`config.mk`:
```
export PLATFORM = sky130hd
export DESIGN_NAME = ac97_cmd_ctrl
export DESIGN_NICKNAME = d
export VERILOG_FILES = /design/src/rtl/ac97_cmd_pkg.sv /design/src/rtl/ac97_sticky_flag.sv /design/src/rtl/ac97_cmd_tx.sv /design/src/rtl/ac97_cmd_rx.sv /design/src/rtl/ac97_cmd_ctrl.sv
export SDC_FILE = /design/constraint.sdc
export NUM_CORES = 1
export LEC_CHECK = 0
export BUFFER_PORTS_ARGS = -buffer_cell sky130_fd_sc_hd__buf_2
export CAP_MARGIN = 20
export CORE_MARGIN = 5
export CORE_UTILIZATION = 47
export DETAILED_ROUTE_END_ITERATION = 10
export GPL_TIMING_DRIVEN = 0
export PLACE_DENSITY = 0.83
export SYNTH_ARGS = -nofsm -noshare
export SYNTH_HDL_FRONTEND = slang
export SYNTH_SLANG_ARGS = --single-unit
```
`constraint.sdc`:
```
create_clock -name clk_i -period 2.6 [get_ports clk_i]
set_clock_uncertainty 0.15 [all_clocks]
set_input_delay 0.65 -clock clk_i [delete_from_list [all_inputs] [get_ports clk_i]]
set_output_delay 0.65 -clock clk_i [all_outputs]
set_load 0.01 [all_outputs]
```
`src/rtl/ac97_cmd_pkg.sv`:
```
package ac97_cmd_pkg;
  localparam int unsigned REG_AW = 3;
  localparam int unsigned IDX_W  = 7;
  localparam int unsigned VAL_W  = 16;
  localparam int unsigned SLOT_W = 20;

  localparam logic [REG_AW-1:0] OFF_CTRL  = 3'd0;
  localparam logic [REG_AW-1:0] OFF_ACTL  = 3'd1;
  localparam logic [REG_AW-1:0] OFF_CADDR = 3'd2;
  localparam logic [REG_AW-1:0] OFF_CDATA = 3'd3;
  localparam logic [REG_AW-1:0] OFF_TXST  = 3'd4;
  localparam logic [REG_AW-1:0] OFF_RXST  = 3'd5;
  localparam logic [REG_AW-1:0] OFF_SADDR = 3'd6;
  localparam logic [REG_AW-1:0] OFF_SDATA = 3'd7;

  localparam int unsigned B_RDY   = 15;
  localparam int unsigned B_COLD  = 11;
  localparam int unsigned B_WARM  = 10;
  localparam int unsigned B_START = 5;
  localparam int unsigned B_RDSEL = 19;
  localparam int unsigned IDX_LSB = 12;
  localparam int unsigned VAL_LSB = 4;
  localparam int unsigned B_TXA   = 31;
  localparam int unsigned B_TXD   = 30;
  localparam int unsigned B_RXA   = 22;
  localparam int unsigned B_RXD   = 21;
  localparam int unsigned B_ALIGN = 26;
  localparam logic [31:0] ACTL_MASK = 32'h65E0_0000;

  localparam int unsigned N_FLAGS = 4;
  localparam int unsigned F_TXA = 0;
  localparam int unsigned F_TXD = 1;
  localparam int unsigned F_RXA = 2;
  localparam int unsigned F_RXD = 3;
endpackage

```
`src/rtl/ac97_sticky_flag.sv`:
```
module ac97_sticky_flag (
  input  logic clk_i,
  input  logic rst_ni,
  input  logic set_i,
  input  logic clr_i,
  output logic q_o
);
  logic q_q;

  always_ff @(posedge clk_i or negedge rst_ni) begin
    if (!rst_ni) q_q <= 1'b0;
    else         q_q <= set_i | (q_q & ~clr_i);
  end

  assign q_o = q_q;

  a_r5_set_wins: assert property (@(posedge clk_i) disable iff (!rst_ni)
    set_i |=> q_o);
  a_r5_clear: assert property (@(posedge clk_i) disable iff (!rst_ni)
    (clr_i && !set_i) |=> !q_o);
endmodule

```
`src/rtl/ac97_cmd_tx.sv`:
```
module ac97_cmd_tx
  import ac97_cmd_pkg::*;
(
  input  logic              clk_i,
  input  logic              rst_ni,
  input  logic              wr_addr_i,
  input  logic              wr_data_i,
  input  logic [31:0]       wdata_i,
  input  logic              gate_i,
  input  logic              tx_frame_i,
  output logic              slot1_vld_o,
  output logic [SLOT_W-1:0] slot1_o,
  output logic              slot2_vld_o,
  output logic [SLOT_W-1:0] slot2_o,
  output logic              sent_addr_o,
  output logic              sent_data_o,
  output logic [31:0]       caddr_o,
  output logic [31:0]       cdata_o
);
  logic             pend_q, rd_q;
  logic [IDX_W-1:0] idx_q;
  logic [VAL_W-1:0] val_q;
  logic             send;

  assign slot1_vld_o = pend_q & gate_i;
  assign slot2_vld_o = pend_q & gate_i & ~rd_q;
  assign send        = tx_frame_i & slot1_vld_o;

  always_ff @(posedge clk_i or negedge rst_ni) begin
    if (!rst_ni) begin
      pend_q <= 1'b0;
      rd_q   <= 1'b0;
      idx_q  <= '0;
    end else if (wr_addr_i) begin
      pend_q <= 1'b1;
      rd_q   <= wdata_i[B_RDSEL];
      idx_q  <= wdata_i[IDX_LSB +: IDX_W];
    end else if (send) begin
      pend_q <= 1'b0;
    end
  end

  always_ff @(posedge clk_i or negedge rst_ni) begin
    if (!rst_ni)        val_q <= '0;
    else if (wr_data_i) val_q <= wdata_i[VAL_LSB +: VAL_W];
  end

  assign slot1_o     = {rd_q, idx_q, {IDX_LSB{1'b0}}};
  assign slot2_o     = {val_q, {VAL_LSB{1'b0}}};
  assign sent_addr_o = send;
  assign sent_data_o = tx_frame_i & slot2_vld_o;

  always_comb begin
    caddr_o = '0;
    caddr_o[B_RDSEL] = rd_q;
    caddr_o[IDX_LSB +: IDX_W] = idx_q;
    cdata_o = '0;
    cdata_o[VAL_LSB +: VAL_W] = val_q;
  end

  a_r3_sent_once: assert property (@(posedge clk_i) disable iff (!rst_ni)
    (send && !wr_addr_i) |=> !slot1_vld_o);
  a_r4_replace: assert property (@(posedge clk_i) disable iff (!rst_ni)
    wr_addr_i |=> (pend_q && (idx_q == $past(wdata_i[IDX_LSB +: IDX_W]))));
  a_r7_gate: assert property (@(posedge clk_i) disable iff (!rst_ni)
    !gate_i |-> !(slot1_vld_o || slot2_vld_o));
endmodule

```
`src/rtl/ac97_cmd_rx.sv`:
```
module ac97_cmd_rx
  import ac97_cmd_pkg::*;
(
  input  logic              clk_i,
  input  logic              rst_ni,
  input  logic              cold_i,
  input  logic              rx_frame_i,
  input  logic              rdy_i,
  input  logic              s1_vld_i,
  input  logic [SLOT_W-1:0] s1_i,
  input  logic              s2_vld_i,
  input  logic [SLOT_W-1:0] s2_i,
  output logic              got_addr_o,
  output logic              got_data_o,
  output logic              rdy_o,
  output logic [31:0]       saddr_o,
  output logic [31:0]       sdata_o
);
  logic             rdy_q;
  logic [IDX_W-1:0] idx_q;
  logic [VAL_W-1:0] val_q;
  logic             live;

  assign live       = rx_frame_i & ~cold_i;
  assign got_addr_o = live & s1_vld_i;
  assign got_data_o = live & s2_vld_i;

  always_ff @(posedge clk_i or negedge rst_ni) begin
    if (!rst_ni) begin
      rdy_q <= 1'b0;
      idx_q <= '0;
      val_q <= '0;
    end else begin
      if (cold_i)    rdy_q <= 1'b0;
      else if (live) rdy_q <= rdy_i;
      if (got_addr_o) idx_q <= s1_i[IDX_LSB +: IDX_W];
      if (got_data_o) val_q <= s2_i[VAL_LSB +: VAL_W];
    end
  end

  assign rdy_o = rdy_q;
  always_comb begin
    saddr_o = '0;
    saddr_o[IDX_LSB +: IDX_W] = idx_q;
    sdata_o = '0;
    sdata_o[VAL_LSB +: VAL_W] = val_q;
  end

  a_r7_rdy_low_cold: assert property (@(posedge clk_i) disable iff (!rst_ni)
    cold_i |=> !rdy_o);
  a_r8_rdy_follows: assert property (@(posedge clk_i) disable iff (!rst_ni)
    (live && !cold_i) |=> (rdy_o == $past(rdy_i)));
endmodule

```
`src/rtl/ac97_cmd_ctrl.sv`:
```
module ac97_cmd_ctrl
  import ac97_cmd_pkg::*;
(
  input  logic              clk_i,
  input  logic              rst_ni,
  input  logic              bus_req_i,
  input  logic              bus_we_i,
  input  logic [REG_AW-1:0] bus_addr_i,
  input  logic [31:0]       bus_wdata_i,
  output logic [31:0]       bus_rdata_o,
  input  logic              tx_frame_i,
  output logic              tx_slot1_vld_o,
  output logic [SLOT_W-1:0] tx_slot1_o,
  output logic              tx_slot2_vld_o,
  output logic [SLOT_W-1:0] tx_slot2_o,
  output logic              frame_en_o,
  output logic              link_rst_no,
  output logic              sync_o,
  input  logic              rx_frame_i,
  input  logic              rx_codec_rdy_i,
  input  logic              rx_slot1_vld_i,
  input  logic [SLOT_W-1:0] rx_slot1_i,
  input  logic              rx_slot2_vld_i,
  input  logic [SLOT_W-1:0] rx_slot2_i
);
  logic        wr;
  logic        cold_q, warm_q, start_q;
  logic [31:0] actl_q;
  logic        gate, rdy;
  logic [31:0] caddr, cdata, saddr, sdata;
  logic [N_FLAGS-1:0] f_set, f_clr, f_q;

  assign wr = bus_req_i & bus_we_i;

  always_ff @(posedge clk_i or negedge rst_ni) begin
    if (!rst_ni) begin
      cold_q  <= 1'b0;
      warm_q  <= 1'b0;
      start_q <= 1'b0;
      actl_q  <= '0;
    end else if (wr) begin
      if (bus_addr_i == OFF_CTRL) begin
        cold_q  <= bus_wdata_i[B_COLD];
        warm_q  <= bus_wdata_i[B_WARM];
        start_q <= bus_wdata_i[B_START];
      end
      if (bus_addr_i == OFF_ACTL) actl_q <= bus_wdata_i & ACTL_MASK;
    end
  end

  assign frame_en_o  = start_q & ~cold_q & ~warm_q;
  assign link_rst_no = ~cold_q;
  assign sync_o      = warm_q;
  assign gate        = frame_en_o & actl_q[B_ALIGN];

  ac97_cmd_tx u_tx (
    .clk_i       (clk_i),
    .rst_ni      (rst_ni),
    .wr_addr_i   (wr && bus_addr_i == OFF_CADDR),
    .wr_data_i   (wr && bus_addr_i == OFF_CDATA),
    .wdata_i     (bus_wdata_i),
    .gate_i      (gate),
    .tx_frame_i  (tx_frame_i),
    .slot1_vld_o (tx_slot1_vld_o),
    .slot1_o     (tx_slot1_o),
    .slot2_vld_o (tx_slot2_vld_o),
    .slot2_o     (tx_slot2_o),
    .sent_addr_o (f_set[F_TXA]),
    .sent_data_o (f_set[F_TXD]),
    .caddr_o     (caddr),
    .cdata_o     (cdata)
  );

  ac97_cmd_rx u_rx (
    .clk_i      (clk_i),
    .rst_ni     (rst_ni),
    .cold_i     (cold_q),
    .rx_frame_i (rx_frame_i),
    .rdy_i      (rx_codec_rdy_i),
    .s1_vld_i   (rx_slot1_vld_i),
    .s1_i       (rx_slot1_i),
    .s2_vld_i   (rx_slot2_vld_i),
    .s2_i       (rx_slot2_i),
    .got_addr_o (f_set[F_RXA]),
    .got_data_o (f_set[F_RXD]),
    .rdy_o      (rdy),
    .saddr_o    (saddr),
    .sdata_o    (sdata)
  );

  localparam int unsigned FLAG_BIT [N_FLAGS] = '{B_TXA, B_TXD, B_RXA, B_RXD};

  for (genvar g = 0; g < N_FLAGS; g++) begin : g_flag
    localparam logic [REG_AW-1:0] FOFF = (g < 2) ? OFF_TXST : OFF_RXST;
    assign f_clr[g] = wr && bus_addr_i == FOFF && !bus_wdata_i[FLAG_BIT[g]];
    ac97_sticky_flag u_flag (
      .clk_i  (clk_i),
      .rst_ni (rst_ni),
      .set_i  (f_set[g]),
      .clr_i  (f_clr[g]),
      .q_o    (f_q[g])
    );
  end

  always_comb begin
    bus_rdata_o = '0;
    unique case (bus_addr_i)
      OFF_CTRL: begin
        bus_rdata_o[B_RDY]   = rdy;
        bus_rdata_o[B_COLD]  = cold_q;
        bus_rdata_o[B_WARM]  = warm_q;
        bus_rdata_o[B_START] = start_q;
      end
      OFF_ACTL:  bus_rdata_o = actl_q;
      OFF_CADDR: bus_rdata_o = caddr;
      OFF_CDATA: bus_rdata_o = cdata;
      OFF_TXST: begin
        bus_rdata_o[B_TXA] = f_q[F_TXA];
        bus_rdata_o[B_TXD] = f_q[F_TXD];
      end
      OFF_RXST: begin
        bus_rdata_o[B_RXA] = f_q[F_RXA];
        bus_rdata_o[B_RXD] = f_q[F_RXD];
      end
      OFF_SADDR: bus_rdata_o = saddr;
      OFF_SDATA: bus_rdata_o = sdata;
      default:   bus_rdata_o = '0;
    endcase
  end

  a_r7_no_cmd_in_reset: assert property (@(posedge clk_i) disable iff (!rst_ni)
    (cold_q || warm_q) |-> !tx_slot1_vld_o);
  a_r9_align_gate: assert property (@(posedge clk_i) disable iff (!rst_ni)
    !actl_q[B_ALIGN] |-> !tx_slot1_vld_o);
endmodule

```
# Word-level counts from Yosys, hierarchy flattened
# Index checks and enable logic that the tools add are counted.
# W data, S select, Z words.
# word_totals
ramBits,0
ff_bits,63
latch_bits,0
memories,0
output_inout_bits,77
in_bits,84
romBits,0
# op_classes
shifts,0
bitwise_logic,26
eq_ne,7
div_mod_pow,0
reduce_logical,17
magnitude_cmp,0
n_mul,0
addsub,0
muxes,14
# op_table
op,count
$pmux W4 S4,1
$and A1 B1 Y1,15
$eq A3 B3 Y1 const B,4
$pmux W3 S4,1
$pmux W5 S2,1
$logic_and A1 B1 Y1,8
$pmux W2 S2,2
$pmux W4 S2,1
$mux W7,1
$not A1 Y1,7
$eq A3 B2 Y1 const B,2
$pmux W2 S3,1
$pmux W1 S5,1
$logic_not A1 Y1,4
$mux W1,4
$or A1 B1 Y1,4
$reduce_and A2 Y1,2
$reduce_bool A2 Y1,2
$eq A3 B1 Y1 const B,1
$logic_not A3 Y1,1
$pmux W1 S3,1

# Longest topological paths before layout
# Gate-level depths: netlist of run 1.
# logic_depth
ltp_word,8
mapped_depth,5
depth_no_buf,3

# Hierarchy
# Synthesis of run 1 repeated with hierarchy kept, for this count alone.
# hier_totals
cells_unflattened,413
area_unflattened_um2,4699.5
# by_module_without_submodules
mod,instances,seq_area_each_um2,cells_per_inst,area_per_inst_um2
ac97_cmd_ctrl,1,250.2,165,1667.8
ac97_cmd_tx,1,625.6,140,1617.8
ac97_cmd_rx,1,600.6,96,1268.7
ac97_sticky_flag,4,25.0,3,36.3

# Worst setup path after synthesis of run 1
# No wires, ideal clock.
# synth_timing
path_type,input-to-output
from,input bus_addr_i[2]
to,output bus_rdata_o[31]
setup_slack_ns,0.242
t_required_ns,1.800
cell_stages,5
path_buffers,3
t_arrival_ns,1.558
cell_sequence,buf_6 buf_2 buf_2 nand2_1 nor3_1
# synth_between
elab_chain_len,2
elab_cells_between_ends,3
classes_between,eq/ne (2); mux (1)
# synth_rtl
element,line_no,rtl
"start, declared",ac97_cmd_ctrl.sv:8,"input logic [REG_AW-1:0] bus_addr_i,"
$eq A3 B3 Y1 or $eq A3 B1 Y1 (tied branches),--,
$pmux W2 S2 *,ac97_cmd_ctrl.sv:107,unique case (bus_addr_i)
"end, declared",ac97_cmd_ctrl.sv:10,"output logic [31:0] bus_rdata_o,"
# Every way passes the cells marked *; elsewhere a longest branch is shown, timed or not.

# Worst setup path in the final report of run 1
# layout_timing
from,input bus_addr_i[2]
to,output bus_rdata_o[30]
# Same word-level chain as after synthesis.

==> flow_summary.ini, run 1 <==
[outcome]
status = complete, no violations

[sta]
setup_viol = 0
slew_headroom_pct = 47.7
finalMaxSlewViolations = 0
tns_ps = 0
fmax_mhz = 399
fin_crit_sh_pct = 96.4
final-hold-violation-count = 0
fin_ws_ps = 94.2
rsz0062_at_grt = no
worst_slew_pin_slew_ps = 784
layout_min_cycle_time_ps = 2510

[critical_path]
reg2regPathDepth = 4
crit_path_start_kind = input pin
crit_fanout = 10
cp.arrival_ps = 1710
worst-setup-path-type = in -> out
worst_setup_path_end_kind = output port
crit_required_ps = 1800

[power_and_ir_drop]
finalPower_w = 0.00299
seqPwrFrac_pct = 46.1
clockPowerShare_pct = 28.2
combPwrFrac_pct = 25.7
switching_share_pct = 29.0
ir_drop_v = 0.000493
p_per_area_nw_per_um2 = 732
p_switching_w = 0.000866
p_int_w = 0.00212
p_leak_nw = 2.09

[cts]
cts_sinks = 63
cts_tree = done
htree_levels = 3
cts_hold_buf = 0
post-cts-setup-buffer-count = 0
clk_latency_ps = 330
clk_pin_slew_ps = 70
clk_path_buf_depth = 2
cts_resized = 2
cts_buffers = 9
root_buffer = clkbuf_8

[job]
maxCapViolations = 0

[logic_synthesis]
yosysTopAreaCell = dfrtp_1
synth.area.top_cells = dfrtp_1 (50%), mux2_2 (21%), buf_4 (6.2%)
synth_seq_area_share_pct = 50.4
yosysTopAreaCellShare_pct = 50.4
synth-async-reset-ratio_pct = 100
synth_edf_count = 0
synth_area_per_cell_sq_um = 13.0
ys.flop_type = dfrtp_1
ys_types = 33
yosys_warnings = 0
synth_area_sq_um = 3130
synth-seq-cells = 63
syn-instance-count = 240

[die]
initial_core_util_pct = 48.7
io_pins = 161
rows = 29
fp.dieArea_sq_um = 8390
die_y_microns = 91.6
core_area_sq_um = 6420
die_w_microns = 91.6

[layout]
finish.utilization_pct = 63.5
drive_gt1_share_pct = 58.2
syn2layout_area_growth_pct = 30.5
multi_input_area_sq_um = 1390
fin_nets = 467
regArea_sq_um = 1580
fillers = 529

[grt]
grt_usage_pct = 19.5
grt_antenna_before_repair = 1
grt_pass1_vias = 2452
globalRouteOverflowTotal = 0
grt_start_max_net_pins = 35
grt_pass1_wl_microns = 12600

[place]
dpl_worst_slack_ps = -87.6
port_buffers = 108
dp_hpwl_microns = 5970
place.gp.congestion = 0.768

[detailed_routing]
detail-route-antenna-nets = 0
drtPass1Iterations = 4
vias = 2277
drt-vias-per-instance = 4.89
drt_iter0_drc = 125
wirelength_microns = 7850
avgRoutedWirePerCell_microns = 16.9
drc = 0

[hold_path]
hp-class = in -> async
-- kinds of logic after synthesis --
| group | count (synthesis) | synth area share (%) |
|---|---|---|
| muxes | 77 | 29.4 |
| DFF | 63 | 50.4 |
| and+or+nand+nor | 49 | 9.04 |
| buffers and inverters | 37 | 8.24 |
| AOI/OAI and AO/OA | 13 | 2.84 |
| other | 1 | 0.120 |
-- per-layer routing --
layer  part of all wire (%)  wire (microns)  vias up  global-route usage, %
met3                    8.0             630       10                   7.60
met4                    1.3             105        0                   7.41
met5                      0               0        -                      0
li1                       -               -     1084                      -
met2                     49            3870       90                   31.5
met1                     41            3250     1093                   23.6
-- layout by cell type, fill, tap and decap left out, drive strengths merged, types with 2 or more instances in the layout --
master,n
buf,140
dfrtp,63
mux2,58
conb,24
clkbuf,16
nor2,14
mux2i,13
nand2,11
and2,10
mux4,6
o21ai,4
inv,3
o31ai,3
nand3b,3
nor3b,3
nor2b,2
o41ai,2
nor3,2
-- worst max-delay path, cell delays in order --
cell      delay [ps]
buf_6            130
clkbuf_4         220
buf_4            220
nand3b_1         170
a21oi_1          160
buf_2            150
-- worst paths after layout --
path | start | endpoint | slack [ps]
setup / recovery | bus_addr_i[2] | bus_rdata_o[30] | 90
hold / removal | rst_ni | u_tx.val_q[12] | 240
setup reg to reg | cold_q | u_rx.val_q[8] | 680
hold reg to reg | u_tx.pend_q | u_tx.pend_q | 340
max in group asynchronous | rst_ni | sync_o | 1420
min in group clk_i | u_tx.pend_q | u_tx.pend_q | 340
-- stage by stage --
step	hold WS (ps)	instance area (sq um)	std cells
2_1_floorplan	204	3210	263
3_3_place_gp	309	3850	448
3_5_place_dp	325	3870	449
4_1_cts	261	4070	465
5_1_grt	280	4080	466
6_report	243	4080	466
-- power groups by stage --
| stage | sequential (W) | clock (W) | combinational, W |
|---|---|---|---|
| floorplan | 0.00139 | 0 | 0.000452 |
| global placement | 0.00137 | 0 | 0.000745 |
| detailed placement | 0.00139 | 0 | 0.000773 |
| CTS | 0.00137 | 0.000858 | 0.000776 |
| global route | 0.00141 | 0.000929 | 0.000838 |
| finish | 0.00138 | 0.000842 | 0.000769 |
-- sequential cells by signal, summed over array words and instances, names as in the netlist, 4 cells and up --
name,flops
actl_q,7
g_flag.u_flag.q_o,4
u_rx.idx_q,7
u_rx.val_q,16
u_tx.idx_q,7
u_tx.val_q,16
-- Yosys cell counts (all sizes together) (2+ instances only) --
cell	number
buf	32
mux4	6
nor2	14
and2	10
inv	3
mux2	58
nor3	2
nand2	11
clkbuf	2
mux2i	13
nand3b	3
dfrtp	63
nor3b	3
o21ai	4
o31ai	3
o41ai	2
nor2b	2
-- layout make-up --
type                    instances  area share (%)
clock inverters                 3            1.04
plain buffers                  34            6.16
repair buffers                109            13.7
inverters                       3           0.276
diodes                          1          0.0613
well taps                      77            2.36
flip-flops and latches         63            38.6
multi-input cells             163            34.1
clock buffers                  13            3.65
No activity file was read; power rests on OpenSTA's default activity.
==> run 2: changes to the inputs <==
clock period = 2.9 ns   (was 2.6 ns; I/O delays follow)
==> run 2 against run 1 <==
Effect of this change: sequential share of layout area grew 0.083 points; non-clock buffer count is the same; critical path depth is the same; global-route usage is the same; worst setup slack gained 22 ps.
==> flow_summary.ini, run 2 (synthesis results as in run 1) <==
[cts]
clk_path_buf_depth = 2
cts_resized = 0
clk_latency_ps = 330
root_buffer = clkbuf_8
cts_hold_buf = 0
cts_buffers = 9
clk_pin_slew_ps = 70
cts_tree = done
cts_sinks = 63
post-cts-setup-buffer-count = 0
htree_levels = 3

[die]
initial_core_util_pct = 48.7
io_pins = 161
core_area_sq_um = 6420
die_w_microns = 91.6
fp.dieArea_sq_um = 8390
die_y_microns = 91.6
rows = 29

[critical_path]
worstPathCellList = buf_6 > buf_2 > clkbuf_4 > mux2i_1 > nor2_1 > buf_2
worst_setup_path_end_kind = output port
slowest_stage = clkbuf_4
crit_fanout = 10
cpPeakStageDelay_ps = 330
worst-setup-path-type = in -> out
crit_path_start_kind = input pin
reg2regPathDepth = 4
cp.arrival_ps = 1910
crit_required_ps = 2030
crit_top_cell = buf_2

[grt]
grt_start_max_net_pins = 35
grt_antenna_before_repair = 1
grt_pass1_wl_microns = 12600
grt_usage_pct = 19.5
globalRouteOverflowTotal = 0
grt_pass1_vias = 2452

[sta]
tns_ps = 0
fmax_mhz = 359
fin_crit_sh_pct = 96.0
slew_headroom_pct = 47.9
worst_slew_pin_slew_ps = 782
final-hold-violation-count = 0
rsz0062_at_grt = no
setup_viol = 0
layout_min_cycle_time_ps = 2780
finalMaxSlewViolations = 0

[detailed_routing]
avgRoutedWirePerCell_microns = 16.9
vias = 2276
wirelength_microns = 7880
drt-vias-per-instance = 4.88
drc = 0
drt_iter0_drc = 118
detail-route-antenna-nets = 0
drtPass1Iterations = 5

[layout]
layout_commonest_cell = buf_2
finish.utilization_pct = 63.4
syn2layout_area_growth_pct = 30.2
finalNonFillerCells = 466
fillers = 527
drive_gt1_share_pct = 58.0
regArea_sq_um = 1580
final_cell_mix = buf_2 (111), dfrtp_1 (63), mux2_2 (58), buf_4 (26), conb_1 (24)
fin_nets = 467
top_regs = u_rx.val_q: 16 flops, u_tx.val_q: 16 flops
multi_input_area_sq_um = 1390

[power_and_ir_drop]
p_leak_nw = 2.09
ir_drop_v = 0.000448
p_per_area_nw_per_um2 = 657

[place]
place.gp.congestion = 0.768
port_buffers = 108
dp_hpwl_microns = 5970
place_inst = 449

[outcome]
status = complete, no violations

[job]
maxCapViolations = 0

[hold_path]
hp-class = in -> async
[run 2: final cells by class]
cell class | count | area share [%]
Sequential cell | 63 | 38.7
Multi-Input combinational cell | 163 | 34.0
Timing Repair Buffer | 109 | 13.8
Buffer | 34 | 6.11
Clock buffer | 13 | 3.66
Tap cell | 77 | 2.37
Clock inverter | 3 | 1.04
Inverter | 3 | 0.276
Antenna cell | 1 | 0.0614
[run 2: worst paths after layout]
check                              startpoint             end  slack (ps)
worst min register to register    u_tx.pend_q     u_tx.pend_q         340
worst max-delay path            bus_addr_i[2]  bus_rdata_o[6]         120
min in group clk_i                u_tx.pend_q     u_tx.pend_q         340
worst min-delay path                   rst_ni  u_tx.val_q[12]         320
worst max register to register         cold_q   u_rx.val_q[9]        1010
max in group asynchronous              rst_ni          sync_o        1650
[run 2: worst max-delay path: cells and delay by family]
| kind | cells | cell delay (ps) |
|---|---|---|
| multiplexers | 1 | 220 |
| AND/OR/NAND/NOR | 1 | 50 |
| buffers and inverters | 4 | 900 |
[run 2: layer usage]
layer	share of wire (%)	global-route usage, %
met3	8.5	7.60
met2	49	31.5
met4	1.5	7.41
met1	41	23.6
met5	0	0
[run 2: stage by stage]
stage	setup slack [ps]	hold WS, ps	total power [W]	cell area, sq um
floorplan	392	279	0.00165	3210
global placement	70.2	309	0.00189	3850
detailed placement	62.4	325	0.00194	3870
CTS	66.2	336	0.00270	4060
global route	61.7	355	0.00285	4070
finish	116	316	0.00268	4070
[run 2: power breakdown]
group          switching (W)  leakage [nW]  total (W)  internal, W
combinational       0.000303          1.24   0.000688     0.000384
sequential          0.000138         0.752    0.00123      0.00109
clock               0.000337        0.0936   0.000757     0.000421
==> run 3: changes to the inputs <==
CORE_UTILIZATION = 35   (was 47)
PLACE_DENSITY = 0.65   (was 0.83)
==> run 3 against run 2 <==
Effect of this change: hold slack hardly changed; combinational power shrank 2%; cell count up 6.2%; fmax is 0.69% higher; count of clock-buffer cells in the layout is 1 lower; non-clock buffer count shrank 1; first-iteration DRC count down 35%; largest cell class unchanged.
==> flow_summary.ini, run 3 (synthesis results as in run 1) <==
[die]
die_w_microns = 105
io_pins = 161
core_area_sq_um = 8720
initial_core_util_pct = 35.9
fp.dieArea_sq_um = 10900
rows = 34
die_y_microns = 105

[grt]
grt_usage_pct = 14.6
grt_pass1_vias = 2438
grt_pass1_wl_microns = 12800
grt_start_max_net_pins = 64
globalRouteOverflowTotal = 0
grt_antenna_before_repair = 0

[outcome]
status = complete, no violations

[cts]
cts_sinks = 63
root_buffer = clkbuf_8
cts_tree = done
htree_levels = 3
post-cts-setup-buffer-count = 0
clk_pin_slew_ps = 70
clk_path_buf_depth = 2
clk_latency_ps = 330
cts_buffers = 9
cts_hold_buf = 0

[detailed_routing]
vias = 2281
top_layer_used = met4
met1Wirelength_microns = 3350
met3_length_microns = 663
drt_iter0_drc = 77
detail-route-antenna-nets = 0
drtPass1Iterations = 4
wirelength_microns = 7810
wl_met2_microns = 3730
drc = 0
drt-vias-per-instance = 4.61
avgRoutedWirePerCell_microns = 15.8

[sta]
fin_crit_sh_pct = 95.3
rsz0062_at_grt = no
fmax_mhz = 362
tns_ps = 0
slew_headroom_pct = 47.2
final-hold-violation-count = 0
layout_min_cycle_time_ps = 2760
worst_slew_pin_slew_ps = 792
finalMaxSlewViolations = 0
setup_viol = 0

[critical_path]
reg2regPathDepth = 4
worst-setup-path-type = in -> out
reg2reg_to = u_rx.val_q[9]
crit_required_ps = 2030
rrSetupSlack_ps = 1050
crit_fanout = 10
crit_top_cell = buf_2
worst_setup_path_end_kind = output port
cpPeakStageDelay_ps = 450
slowest_stage = nor3_1
crit_path_start_kind = input pin
timing.rr.start = cold_q
cp.arrival_ps = 1890
worstPathCellList = buf_6 > buf_2 > nor3_1 > nand2_1 > o21ai_0 > buf_2

[layout]
drive_gt1_share_pct = 57.6
antenna_cells = 0
final_cell_mix = buf_2 (109), dfrtp_1 (63), mux2_2 (58), buf_4 (27), conb_1 (24)
fin_nets = 466
syn2layout_area_growth_pct = 31.2
top_regs = u_rx.val_q: 16 flops, u_tx.val_q: 16 flops
layout_commonest_cell = buf_2
finish.utilization_pct = 47.0
fillers = 861

[power_and_ir_drop]
p_leak_nw = 2.09
ir_drop_v = 0.000277
finalPower_w = 0.00271
p_per_area_nw_per_um2 = 661

[place]
dp_hpwl_microns = 5860
port_buffers = 108
place.gp.congestion = 0.748

[job]
maxCapViolations = 0

[hold_path]
hp-class = in -> async
-- run 3: cell types whose count changed in the layout (fill, tap and decap cells not counted), sizes merged --
cell and change:
clkinv +1, buf -2, diode -1, bufinv +1
clkinvlp -1
-- run 3: how the worst max path moves through the flow --
stage | startpoint | slack (ps) | endpoint
final | bus_addr_i[0] | 140 | bus_rdata_o[5]
after global routing | bus_addr_i[0] | 5 | bus_rdata_o[5]
after CTS | bus_addr_i[2] | 30 | bus_rdata_o[7]
after detailed placement | bus_addr_i[2] | 30 | bus_rdata_o[9]
after global placement | bus_addr_i[2] | 40 | bus_rdata_o[9]
after floorplan | bus_addr_i[2] | 390 | bus_rdata_o[31]
-- run 3: what timing repair did --
action,CTS,global route
endpoints found under the hold margin,0,0
resized for setup,0,2
setup endpoints to repair,0,9
-- run 3: area by class of cell --
cell class	count	area (sq um)	area share, %
sequential	63	1580	38.4
multi-input combinational	163	1380	33.6
timing repair buffer	108	543	13.2
buffer	34	251	6.13
clock buffer	12	135	3.29
tap	108	135	3.29
clock inverter	4	70.1	1.71
inverter	3	11.3	0.274
-- run 3: power breakdown --
group | total [W] | switching, W | internal (W)
combinational | 0.000675 | 0.000293 | 0.000382
sequential | 0.00123 | 0.000132 | 0.00109
clock | 0.000810 | 0.000327 | 0.000483
-- run 3: metal layers --
layer  vias up  global-route usage [%]
met5         -                       0
met4         0                    4.72
met3         7                    4.75
met2        89                    23.0
met1      1095                    19.1
li1       1090                       -
-- run 3: critical path, delay by kind of cell --
kind,cells,cell delay (ps)
buffers and inverters,3,510
AOI/OAI and AO/OA,1,100
and+or+nand+nor,2,550
-- run 3: metrics by stage --
step	cells	worst slack, ps	hold WS, ps	area [sq um]
after floorplan	263	392	279	3210
after global placement	479	37.5	308	3890
after detailed placement	479	32.2	320	3890
after CTS	495	26.7	335	4100
after global routing	495	4.65	365	4100
final	495	135	317	4100
